## config.mk

```make
export PLATFORM = sky130hd
export DESIGN_NAME = bb_page_loader
export DESIGN_NICKNAME = d
export VERILOG_FILES = /design/src/rtl/ldr_pkg.sv /design/src/rtl/ldr_pos_track.sv /design/src/rtl/ldr_marker_chk.sv /design/src/rtl/ldr_chunk_seq.sv /design/src/rtl/bb_page_loader.sv
export SDC_FILE = /design/constraint.sdc
export NUM_CORES = 1
export LEC_CHECK = 0
export ABC_AREA = 1
export CAP_MARGIN = 20
export CORE_ASPECT_RATIO = 1.25
export CORE_MARGIN = 5
export CORE_UTILIZATION = 44
export CTS_CLUSTER_DIAMETER = 50
export DETAILED_ROUTE_END_ITERATION = 7
export DONT_BUFFER_PORTS = 1
export PLACE_DENSITY = 0.59
export RECOVER_POWER = 100
export SETUP_SLACK_MARGIN = 0.15
export SLEW_MARGIN = 20
export SYNTH_ARGS = -nofsm -noshare
export SYNTH_HDL_FRONTEND = slang
export SYNTH_HIERARCHICAL = 1
export SYNTH_SLANG_ARGS = --single-unit
```

## constraint.sdc

```tcl
create_clock -name clk -period 3.89 [get_ports clk]
set_clock_uncertainty 0.15 [all_clocks]
set_input_delay 0.389 -clock clk [delete_from_list [all_inputs] [get_ports clk]]
set_output_delay 0.389 -clock clk [all_outputs]
set_load 0.01 [all_outputs]
```

## src/rtl/ldr_pkg.sv

```systemverilog
package ldr_pkg;

   typedef enum logic [2:0] {
      ST_IDLE,
      ST_CHECK,
      ST_SPARE,
      ST_JUDGE,
      ST_CHUNK,
      ST_PAGE_END
   } ldr_state_e;

   localparam int unsigned CHUNK_SHIFT = 9;
   localparam int unsigned SPARE_SHIFT = 5;
   localparam int unsigned PAR_BASE    = 6;
   localparam int unsigned PAR_BYTES   = 9;
   localparam int unsigned SMALL_SHIFT = 9;
   localparam int unsigned SMALL_MARK  = 5;
   localparam int unsigned LARGE_MARK  = 0;

endpackage

```

## src/rtl/ldr_pos_track.sv

```systemverilog
module ldr_pos_track #(
   parameter int OFFS_W  = 32,
   parameter int PAGE_W  = 24,
   parameter int ADDR_W  = 32,
   parameter int CNT_W   = 16,
   parameter int SHIFT_W = 4,
   parameter int BSH_W   = 4
) (
   input  logic              clk,
   input  logic              rst_n,
   input  logic              load,
   input  logic [OFFS_W-1:0] ld_offset,
   input  logic [SHIFT_W-1:0] ld_shift,
   input  logic [ADDR_W-1:0] ld_base,
   input  logic [SHIFT_W-1:0] cfg_shift,
   input  logic [BSH_W-1:0]  cfg_bsh,
   input  logic              skip_blk,
   input  logic              adv_page,
   output logic [PAGE_W-1:0] page,
   output logic [ADDR_W-1:0] dest,
   output logic [CNT_W-1:0]  copied,
   output logic              blk_start
);

   localparam logic [ADDR_W-1:0] ONE_A = {{(ADDR_W-1){1'b0}}, 1'b1};
   localparam logic [PAGE_W-1:0] ONE_P = {{(PAGE_W-1){1'b0}}, 1'b1};

   logic [OFFS_W-1:0] ofs_sh;
   logic [ADDR_W-1:0] pg_bytes;
   logic [PAGE_W-1:0] blk_pages;

   assign ofs_sh    = ld_offset >> ld_shift;
   assign pg_bytes  = ONE_A << cfg_shift;
   assign blk_pages = ONE_P << cfg_bsh;
   assign blk_start = ((page & (blk_pages - ONE_P)) == '0);

   always_ff @(posedge clk) begin
      if (!rst_n) begin
         page   <= '0;
         dest   <= '0;
         copied <= '0;
      end else if (load) begin
         page   <= ofs_sh[PAGE_W-1:0];
         dest   <= ld_base;
         copied <= '0;
      end else if (skip_blk) begin
         page   <= page + blk_pages;
      end else if (adv_page) begin
         page   <= page + ONE_P;
         dest   <= dest + pg_bytes;
         copied <= copied + {{(CNT_W-1){1'b0}}, 1'b1};
      end
   end

   // a load places the destination at the base and clears the count
   a_r1_load_base: assert property (@(posedge clk) disable iff (!rst_n)
      load |=> (copied == '0) && (dest == $past(ld_base)));

   // a skipped block moves the page by one block and nothing else
   a_r4_skip_keeps_count: assert property (@(posedge clk) disable iff (!rst_n)
      skip_blk |=> (page == $past(page) + $past(blk_pages)) && $stable(dest) && $stable(copied));

   // a finished page advances destination by one page size
   a_r8_page_advance: assert property (@(posedge clk) disable iff (!rst_n)
      adv_page |=> (dest == $past(dest) + $past(pg_bytes)) && (page == $past(page) + ONE_P));

endmodule

```

## src/rtl/ldr_marker_chk.sv

```systemverilog
module ldr_marker_chk
   import ldr_pkg::*;
#(
   parameter int SHIFT_W        = 4,
   parameter int SPL_W          = 8,
   parameter int MIN_PAGE_SHIFT = 9
) (
   input  logic              clk,
   input  logic              rst_n,
   input  logic              arm,
   input  logic [SHIFT_W-1:0] cfg_shift,
   input  logic              sp_valid,
   input  logic [7:0]        sp_data,
   output logic              blk_bad
);

   logic [SPL_W-1:0] beat;
   logic [SPL_W-1:0] mark_pos;
   logic [7:0]       marker;

   generate
      if (MIN_PAGE_SHIFT > SMALL_SHIFT) begin : g_large_only
         assign mark_pos = SPL_W'(LARGE_MARK);
      end else begin : g_mixed
         assign mark_pos = (cfg_shift == SHIFT_W'(SMALL_SHIFT)) ? SPL_W'(SMALL_MARK)
                                                                 : SPL_W'(LARGE_MARK);
      end
   endgenerate

   always_ff @(posedge clk) begin
      if (!rst_n) begin
         beat   <= '0;
         marker <= 8'hFF;
      end else if (arm) begin
         beat   <= '0;
         marker <= 8'hFF;
      end else if (sp_valid) begin
         beat <= beat + {{(SPL_W-1){1'b0}}, 1'b1};
         if (beat == mark_pos) marker <= sp_data;
      end
   end

   assign blk_bad = (marker != 8'hFF);

   // only the beat at the marker index may change the captured marker
   a_r3_marker_only: assert property (@(posedge clk) disable iff (!rst_n)
      (!arm && !(sp_valid && beat == mark_pos)) |=> $stable(marker));

endmodule

```

## src/rtl/ldr_chunk_seq.sv

```systemverilog
module ldr_chunk_seq
   import ldr_pkg::*;
#(
   parameter int SHIFT_W        = 4,
   parameter int ADDR_W         = 32,
   parameter int MAX_PAGE_SHIFT = 12,
   parameter int POFF_W         = 8,
   parameter int CI_W           = 3,
   parameter int COL_W          = 12
) (
   input  logic              clk,
   input  logic              rst_n,
   input  logic              active,
   input  logic              step,
   input  logic [SHIFT_W-1:0] cfg_shift,
   input  logic [ADDR_W-1:0] page_dest,
   output logic              last,
   output logic [COL_W-1:0]  col,
   output logic [POFF_W-1:0] par_off,
   output logic [ADDR_W-1:0] chunk_dest
);

   localparam int NCK_MAX = 1 << (MAX_PAGE_SHIFT - CHUNK_SHIFT);

   logic [CI_W-1:0]    idx;
   logic [SHIFT_W-1:0] csh;
   logic [31:0]        nck;
   logic [CI_W-1:0]    last_idx;
   logic [POFF_W-1:0]  off_tab [NCK_MAX];

   genvar gi;
   generate
      for (gi = 0; gi < NCK_MAX; gi++) begin : g_off
         assign off_tab[gi] = POFF_W'(PAR_BASE + PAR_BYTES * gi);
      end
   endgenerate

   assign csh      = cfg_shift - SHIFT_W'(CHUNK_SHIFT);
   assign nck      = 32'd1 << csh;
   assign last_idx = nck[CI_W-1:0] - {{(CI_W-1){1'b0}}, 1'b1};
   assign last     = (idx == last_idx);
   assign col      = {idx, {CHUNK_SHIFT{1'b0}}};
   assign par_off  = off_tab[idx];
   assign chunk_dest = page_dest + {{(ADDR_W-COL_W){1'b0}}, col};

   always_ff @(posedge clk) begin
      if (!rst_n || !active) idx <= '0;
      else if (step && !last) idx <= idx + {{(CI_W-1){1'b0}}, 1'b1};
   end

   // chunks of a page are visited in rising order
   a_r5_chunk_order: assert property (@(posedge clk) disable iff (!rst_n)
      (active && step && !last) |=> (idx == $past(idx) + {{(CI_W-1){1'b0}}, 1'b1}));

   // the chunk fields hold while waiting for an acknowledge
   a_r11_chunk_hold: assert property (@(posedge clk) disable iff (!rst_n)
      (active && !step) |=> (!active || ($stable(col) && $stable(par_off))));

endmodule

```

## src/rtl/bb_page_loader.sv

```systemverilog
module bb_page_loader
   import ldr_pkg::*;
#(
   parameter int OFFS_W         = 32,
   parameter int PAGE_W         = 24,
   parameter int ADDR_W         = 32,
   parameter int CNT_W          = 16,
   parameter int SHIFT_W        = 4,
   parameter int BSH_W          = 4,
   parameter int MIN_PAGE_SHIFT = 9,
   parameter int MAX_PAGE_SHIFT = 12,
   parameter int POFF_W         = 8,
   parameter int COL_W          = MAX_PAGE_SHIFT,
   parameter int SPL_W          = MAX_PAGE_SHIFT - SPARE_SHIFT + 1
) (
   input  logic               clk,
   input  logic               rst_n,
   input  logic               start,
   input  logic [OFFS_W-1:0]  start_offset,
   input  logic [CNT_W-1:0]   page_target,
   input  logic [SHIFT_W-1:0] page_shift,
   input  logic [BSH_W-1:0]   blk_shift,
   input  logic [ADDR_W-1:0]  dest_base,
   output logic               sp_req,
   output logic [PAGE_W-1:0]  sp_page,
   output logic [SPL_W-1:0]   sp_len,
   input  logic               sp_valid,
   input  logic [7:0]         sp_data,
   input  logic               sp_ack,
   output logic               ck_req,
   output logic [PAGE_W-1:0]  ck_page,
   output logic [COL_W-1:0]   ck_col,
   output logic [POFF_W-1:0]  ck_par_off,
   output logic [ADDR_W-1:0]  ck_dest,
   input  logic               ck_ack,
   output logic               pg_done,
   output logic               busy,
   output logic               done
);

   localparam int CI_W = MAX_PAGE_SHIFT - CHUNK_SHIFT;
   localparam int NCK_MAX = 1 << CI_W;

   generate
      if (MIN_PAGE_SHIFT < CHUNK_SHIFT || MAX_PAGE_SHIFT <= CHUNK_SHIFT) begin : g_bad_pg
         $error("page shift range must lie above the chunk size");
      end
      if (MIN_PAGE_SHIFT > MAX_PAGE_SHIFT) begin : g_bad_rng
         $error("page shift range is empty");
      end
      if (OFFS_W < PAGE_W) begin : g_bad_ofs
         $error("offset narrower than page number");
      end
      if (COL_W != MAX_PAGE_SHIFT) begin : g_bad_col
         $error("column width must match the largest page");
      end
      if ((PAR_BASE + PAR_BYTES * NCK_MAX) > (1 << POFF_W)) begin : g_bad_poff
         $error("parity offset width too small");
      end
      if ((1 << SHIFT_W) <= MAX_PAGE_SHIFT) begin : g_bad_sh
         $error("shift field too narrow");
      end
   endgenerate

   ldr_state_e          state, nxt;
   logic [SHIFT_W-1:0]  shift_q;
   logic [BSH_W-1:0]    bsh_q;
   logic [CNT_W-1:0]    tgt_q;
   logic                done_q;

   logic [PAGE_W-1:0]   page;
   logic [ADDR_W-1:0]   dest;
   logic [CNT_W-1:0]    copied;
   logic                blk_start;
   logic                blk_bad;
   logic                ck_last;

   logic load, skip_blk, adv_page, arm, reached;

   assign reached  = (copied == tgt_q);
   assign load     = (state == ST_IDLE) && start;
   assign skip_blk = (state == ST_JUDGE) && blk_bad;
   assign adv_page = (state == ST_PAGE_END);
   assign arm      = (state == ST_CHECK) && !reached && blk_start;

   always_comb begin
      nxt = state;
      unique case (state)
         ST_IDLE:     if (start) nxt = ST_CHECK;
         ST_CHECK:    if (reached) nxt = ST_IDLE;
                      else if (blk_start) nxt = ST_SPARE;
                      else nxt = ST_CHUNK;
         ST_SPARE:    if (sp_ack) nxt = ST_JUDGE;
         ST_JUDGE:    nxt = blk_bad ? ST_CHECK : ST_CHUNK;
         ST_CHUNK:    if (ck_ack && ck_last) nxt = ST_PAGE_END;
         ST_PAGE_END: nxt = ST_CHECK;
         default:     nxt = ST_IDLE;
      endcase
   end

   always_ff @(posedge clk) begin
      if (!rst_n) begin
         state   <= ST_IDLE;
         shift_q <= SHIFT_W'(MIN_PAGE_SHIFT);
         bsh_q   <= '0;
         tgt_q   <= '0;
         done_q  <= 1'b0;
      end else begin
         state <= nxt;
         if (load) begin
            shift_q <= page_shift;
            bsh_q   <= blk_shift;
            tgt_q   <= page_target;
            done_q  <= 1'b0;
         end else if (state == ST_CHECK && reached) begin
            done_q  <= 1'b1;
         end
      end
   end

   ldr_pos_track #(
      .OFFS_W(OFFS_W), .PAGE_W(PAGE_W), .ADDR_W(ADDR_W),
      .CNT_W(CNT_W), .SHIFT_W(SHIFT_W), .BSH_W(BSH_W)
   ) u_pos (
      .clk(clk), .rst_n(rst_n), .load(load),
      .ld_offset(start_offset), .ld_shift(page_shift), .ld_base(dest_base),
      .cfg_shift(shift_q), .cfg_bsh(bsh_q),
      .skip_blk(skip_blk), .adv_page(adv_page),
      .page(page), .dest(dest), .copied(copied), .blk_start(blk_start)
   );

   ldr_marker_chk #(
      .SHIFT_W(SHIFT_W), .SPL_W(SPL_W), .MIN_PAGE_SHIFT(MIN_PAGE_SHIFT)
   ) u_mark (
      .clk(clk), .rst_n(rst_n), .arm(arm), .cfg_shift(shift_q),
      .sp_valid(sp_valid && state == ST_SPARE), .sp_data(sp_data),
      .blk_bad(blk_bad)
   );

   ldr_chunk_seq #(
      .SHIFT_W(SHIFT_W), .ADDR_W(ADDR_W), .MAX_PAGE_SHIFT(MAX_PAGE_SHIFT),
      .POFF_W(POFF_W), .CI_W(CI_W), .COL_W(COL_W)
   ) u_chunk (
      .clk(clk), .rst_n(rst_n), .active(state == ST_CHUNK),
      .step(ck_ack), .cfg_shift(shift_q), .page_dest(dest),
      .last(ck_last), .col(ck_col), .par_off(ck_par_off), .chunk_dest(ck_dest)
   );

   assign sp_req  = (state == ST_SPARE);
   assign sp_page = page;
   assign sp_len  = {{(SPL_W-1){1'b0}}, 1'b1} << (shift_q - SHIFT_W'(SPARE_SHIFT));
   assign ck_req  = (state == ST_CHUNK);
   assign ck_page = page;
   assign pg_done = adv_page;
   assign busy    = (state != ST_IDLE);
   assign done    = done_q;

   // at most one engine is addressed at a time
   a_r11_one_req: assert property (@(posedge clk) disable iff (!rst_n)
      !(sp_req && ck_req));

   // a spare request holds its page until acknowledged
   a_r11_spare_hold: assert property (@(posedge clk) disable iff (!rst_n)
      (sp_req && !sp_ack) |=> sp_req && $stable(sp_page));

   // spare reads happen only on block-start pages
   a_r2_spare_at_start: assert property (@(posedge clk) disable iff (!rst_n)
      sp_req |-> blk_start);

   // done implies the target count was reached
   a_r9_done_count: assert property (@(posedge clk) disable iff (!rst_n)
      (done && !busy) |-> (copied == tgt_q));

   // a start during a run leaves the latched setup untouched
   a_r10_start_ignored: assert property (@(posedge clk) disable iff (!rst_n)
      (busy && start) |=> $stable(tgt_q) && $stable(shift_q) && $stable(bsh_q));

endmodule

```

==> flow_summary.yaml <==
setup_path:
  worst_setup_path_start_kind: "register"
  path_buf_inv: 5
  reg2regPathDepth: 10
  cp.required_ns: 4.09
  worstPathMaxFanout: 21
  end_kind: "register"
  critPathMaxStageDelay_ns: 0.83
  path_cells: "inv_1 > nor3_1 > clkbuf_1 > inv_1 > nor2_1 > inv_1 > nor2_1 > clkbuf_1 > nand3_1 > a31oi_1"
  crit_family: "buffers and inverters"
  crit_cells: 10
  cp_common_cell: "inv_1"
  crit_path_top_delay_cell: "clkbuf_1"
  crit_type: "reg2reg"
  cp_data_arrival_time_ns: 3.64
yosys:
  synth_area_per_cell_um2: 5.84
  synthCells: 1985
  synth-seq-cells: 119
  synthTopCellsByArea: "dfxtp_1, nand2_1, inv_1, nand3_1, nor2_1"
  synth.most_common_cell: "nand2_1"
  ys_seq_area_share_pct: 20.6
  ys_types: 59
  synth_edf_count: 0
  synth_commonest_cells: "nand2_1, inv_1, nor2_1"
  yosys_warnings: 6
  synth_top_area_share_pct: 20.6
  synth-async-reset-ratio_pct: 0
  syn_area_um2: 11600
  yosysTopAreaCell: "dfxtp_1"
  ys.flop_type: "dfxtp_1"
layout:
  syn_to_final_growth_pct: 6.58
  layout-drive-gt1-share_pct: 4.49
  fin_nets: 2118
  final_cells: 2321
  final_area_um2: 12400
power:
  pwr-share-clk_pct: 22.6
  p_per_area_nw_per_um2: 549
  intPower_mw: 3.42
  vdd_ir_drop_max_mv: 0.278
  power.static_leakage_nw: 5.74
  p_comb_share_pct: 46.3
  p_total_mw: 6.79
  seqPwrFrac_pct: 31.1
  p_switching_mw: 3.36
  switching_share_pct: 49.6
min_path:
  hold_class: "in2reg"
  worst_hold_path.num_cells: 2
clocking:
  clk_latency_ns: 0.43
  cts.sinks: 119
  clockBufferDepth: 2
  cts-buffers-inserted: 17
  postCtsResizedCells: 0
  tritoncts: "yes"
  clk_pin_slew_worst_paths_ns: 0.06
  cts_root_buf: "clkbuf_16"
  cts_htree_levels: 4
routing:
  viasPerCell: 5.30
  avgRoutedWirePerCell_um: 16.2
  num_vias: 12300
  routed_wl_mm: 37.6
  dr.first_iter.drc_count: 816
  firstDrtPassIters: 7
  ant_nets: 0
  route.detailed.drc: 0
grt:
  grt_pass1_vias: 11700
  grt_pass1_wl_mm: 59.5
  antenna_found_initial: 2
  grt_max_degree: 64
  grt_usage_pct: 24.9
  grt_overflow: 0
sta:
  rsz0062_at_grt: "false"
  setup_viol: 0
  fin_crit_ns: 3.44
  maxSlewViolCount: 0
  finalCritPeriodShare_pct: 88.4
  max_freq_mhz: 291
  fin_ws_ns: 0.452
  finalSetupTns_ns: 0
  slew_headroom_pct: 7.87
  tightest_slew_ns: 1.38
  hold_viol: 0
die:
  rows: 66
  core_um2: 26000
  die_w_um: 155
  start_util_pct: 44.6
  die_h_um: 191
  die-area_um2: 29700
  io_pins: 215
place:
  dp_hpwl_mm: 29.3
  dp_slack_ns: 0.565
  gp_congestion: 0.980
  portBuffers: 0
  dpl_cell_area_um2: 11500
  place_inst: 2248
flow_run:
  drv_cap: 0
run_status:
  status: "completed"
[sequential cells by signal (all words and copies together), names as in the netlist, 4 cells and up]
signal,cells
u_pos/dest,32
u_pos/page,24
tgt_q,16
u_pos/copied,16
u_mark/beat,8
u_mark/marker,8
bsh_q,4
shift_q,4
[area by class of cell]
type                       instances  area, µm²
fill                            2861      13700
multi-input combinational       1513       7490
sequential                       119       2380
inverter                         260        983
timing repair buffer              56        504
clock buffer                      21        460
tap                              340        425
clock inverter                    11        101
antenna                            1       2.50
[final timing paths]
kind / end / slack (ns) / from
max: u_pos/dest[20]$_SDFFE_PN0P_ / 0.45 / state[0]$_SDFFE_PN0P_
min: u_chunk/idx[2]$_SDFFE_PP0P_ / 0.02 / ck_ack
max reg2reg: u_pos/dest[20]$_SDFFE_PN0P_ / 0.45 / state[0]$_SDFFE_PN0P_
min reg2reg: u_mark/marker[0]$_SDFFE_PP1P_ / 0.31 / u_mark/marker[0]$_SDFFE_PP1P_
[through the flow]
step	utilization (%)	hold WS, ns
floorplan	-	0.279
global placement	44.3	0.288
detailed placement	44.3	0.294
CTS	48.0	0.00147
global route	47.5	-0.000144
finish	47.5	0.0240
[worst register-to-register path, stage by stage (launching register included)]
cell and delay (ns):
dfxtp_1 0.39, inv_1 0.11, nor3_1 0.21, clkbuf_1 0.29
inv_1 0.07, nor2_1 0.50, inv_1 0.22, nor2_1 0.13
clkbuf_1 0.83, nand3_1 0.26, a31oi_1 0.19
[cells in the final DEF (no fill, tap or decap), types with 5 or more instances in the layout]
| master | n |
|---|---|
| conb_1 | 10 |
| o211ai_1 | 10 |
| nor3_1 | 29 |
| nand3b_1 | 6 |
| a31oi_1 | 19 |
| o21ai_0 | 117 |
| nor2_2 | 5 |
| nand3_1 | 185 |
| nand3_2 | 5 |
| xnor2_1 | 12 |
| or2_2 | 9 |
| nand4_1 | 26 |
| dlygate4sd3_1 | 39 |
| buf_4 | 9 |
| inv_1 | 252 |
| o21ai_1 | 9 |
| ha_1 | 46 |
| o21bai_1 | 5 |
| dfxtp_1 | 119 |
| a21oi_1 | 128 |
| xor2_1 | 22 |
| nand2_1 | 589 |
| nor4_1 | 9 |
| and2_1 | 9 |
| nor2_1 | 208 |
| clkbuf_1 | 9 |
| nor3_2 | 5 |
| clkbuf_16 | 17 |
[logic make-up (layout without fill, tap and decap cells)]
| family | count (synthesis) | in the layout | share of synthesized area (%) |
|---|---|---|---|
| buf+inv | 362 | 348 | 14.1 |
| mux | 5 | 5 | 0.540 |
| compound gates | 305 | 305 | 14.3 |
| simple gates | 1109 | 1109 | 42.2 |
| xor+xnor | 35 | 35 | 2.77 |
| flops | 119 | 119 | 20.6 |
| other cells | 1 | 11 | 0.0324 |
| fa+ha+maj | 49 | 49 | 5.48 |
[what timing repair did]
action | 4_1_cts | 5_1_grt
hold buffers | 40 | 0
endpoints found under the hold margin | 67 | 0
setup buffers | 0 | 0
[power by group through the flow]
stage	clock network (mW)	registers [mW]	logic, mW
floorplan	0	1.88	2.65
finish	1.53	2.11	3.14
detailed placement	0	2.15	3.16
CTS	1.57	2.12	3.22
global route	1.61	2.17	3.56
global placement	0	2.14	3.14
[per-layer routing]
layer | vias to the layer above | routed length [µm] | global-route usage (%)
met2 | 312 | 18500 | 43.5
met3 | 82 | 2130 | 5.25
met1 | 5592 | 15400 | 29.0
met5 | - | 7 | 0
met4 | 2 | 1600 | 11.4
li1 | 6308 | - | -
Note: power is estimated with default switching activity, not from simulation.
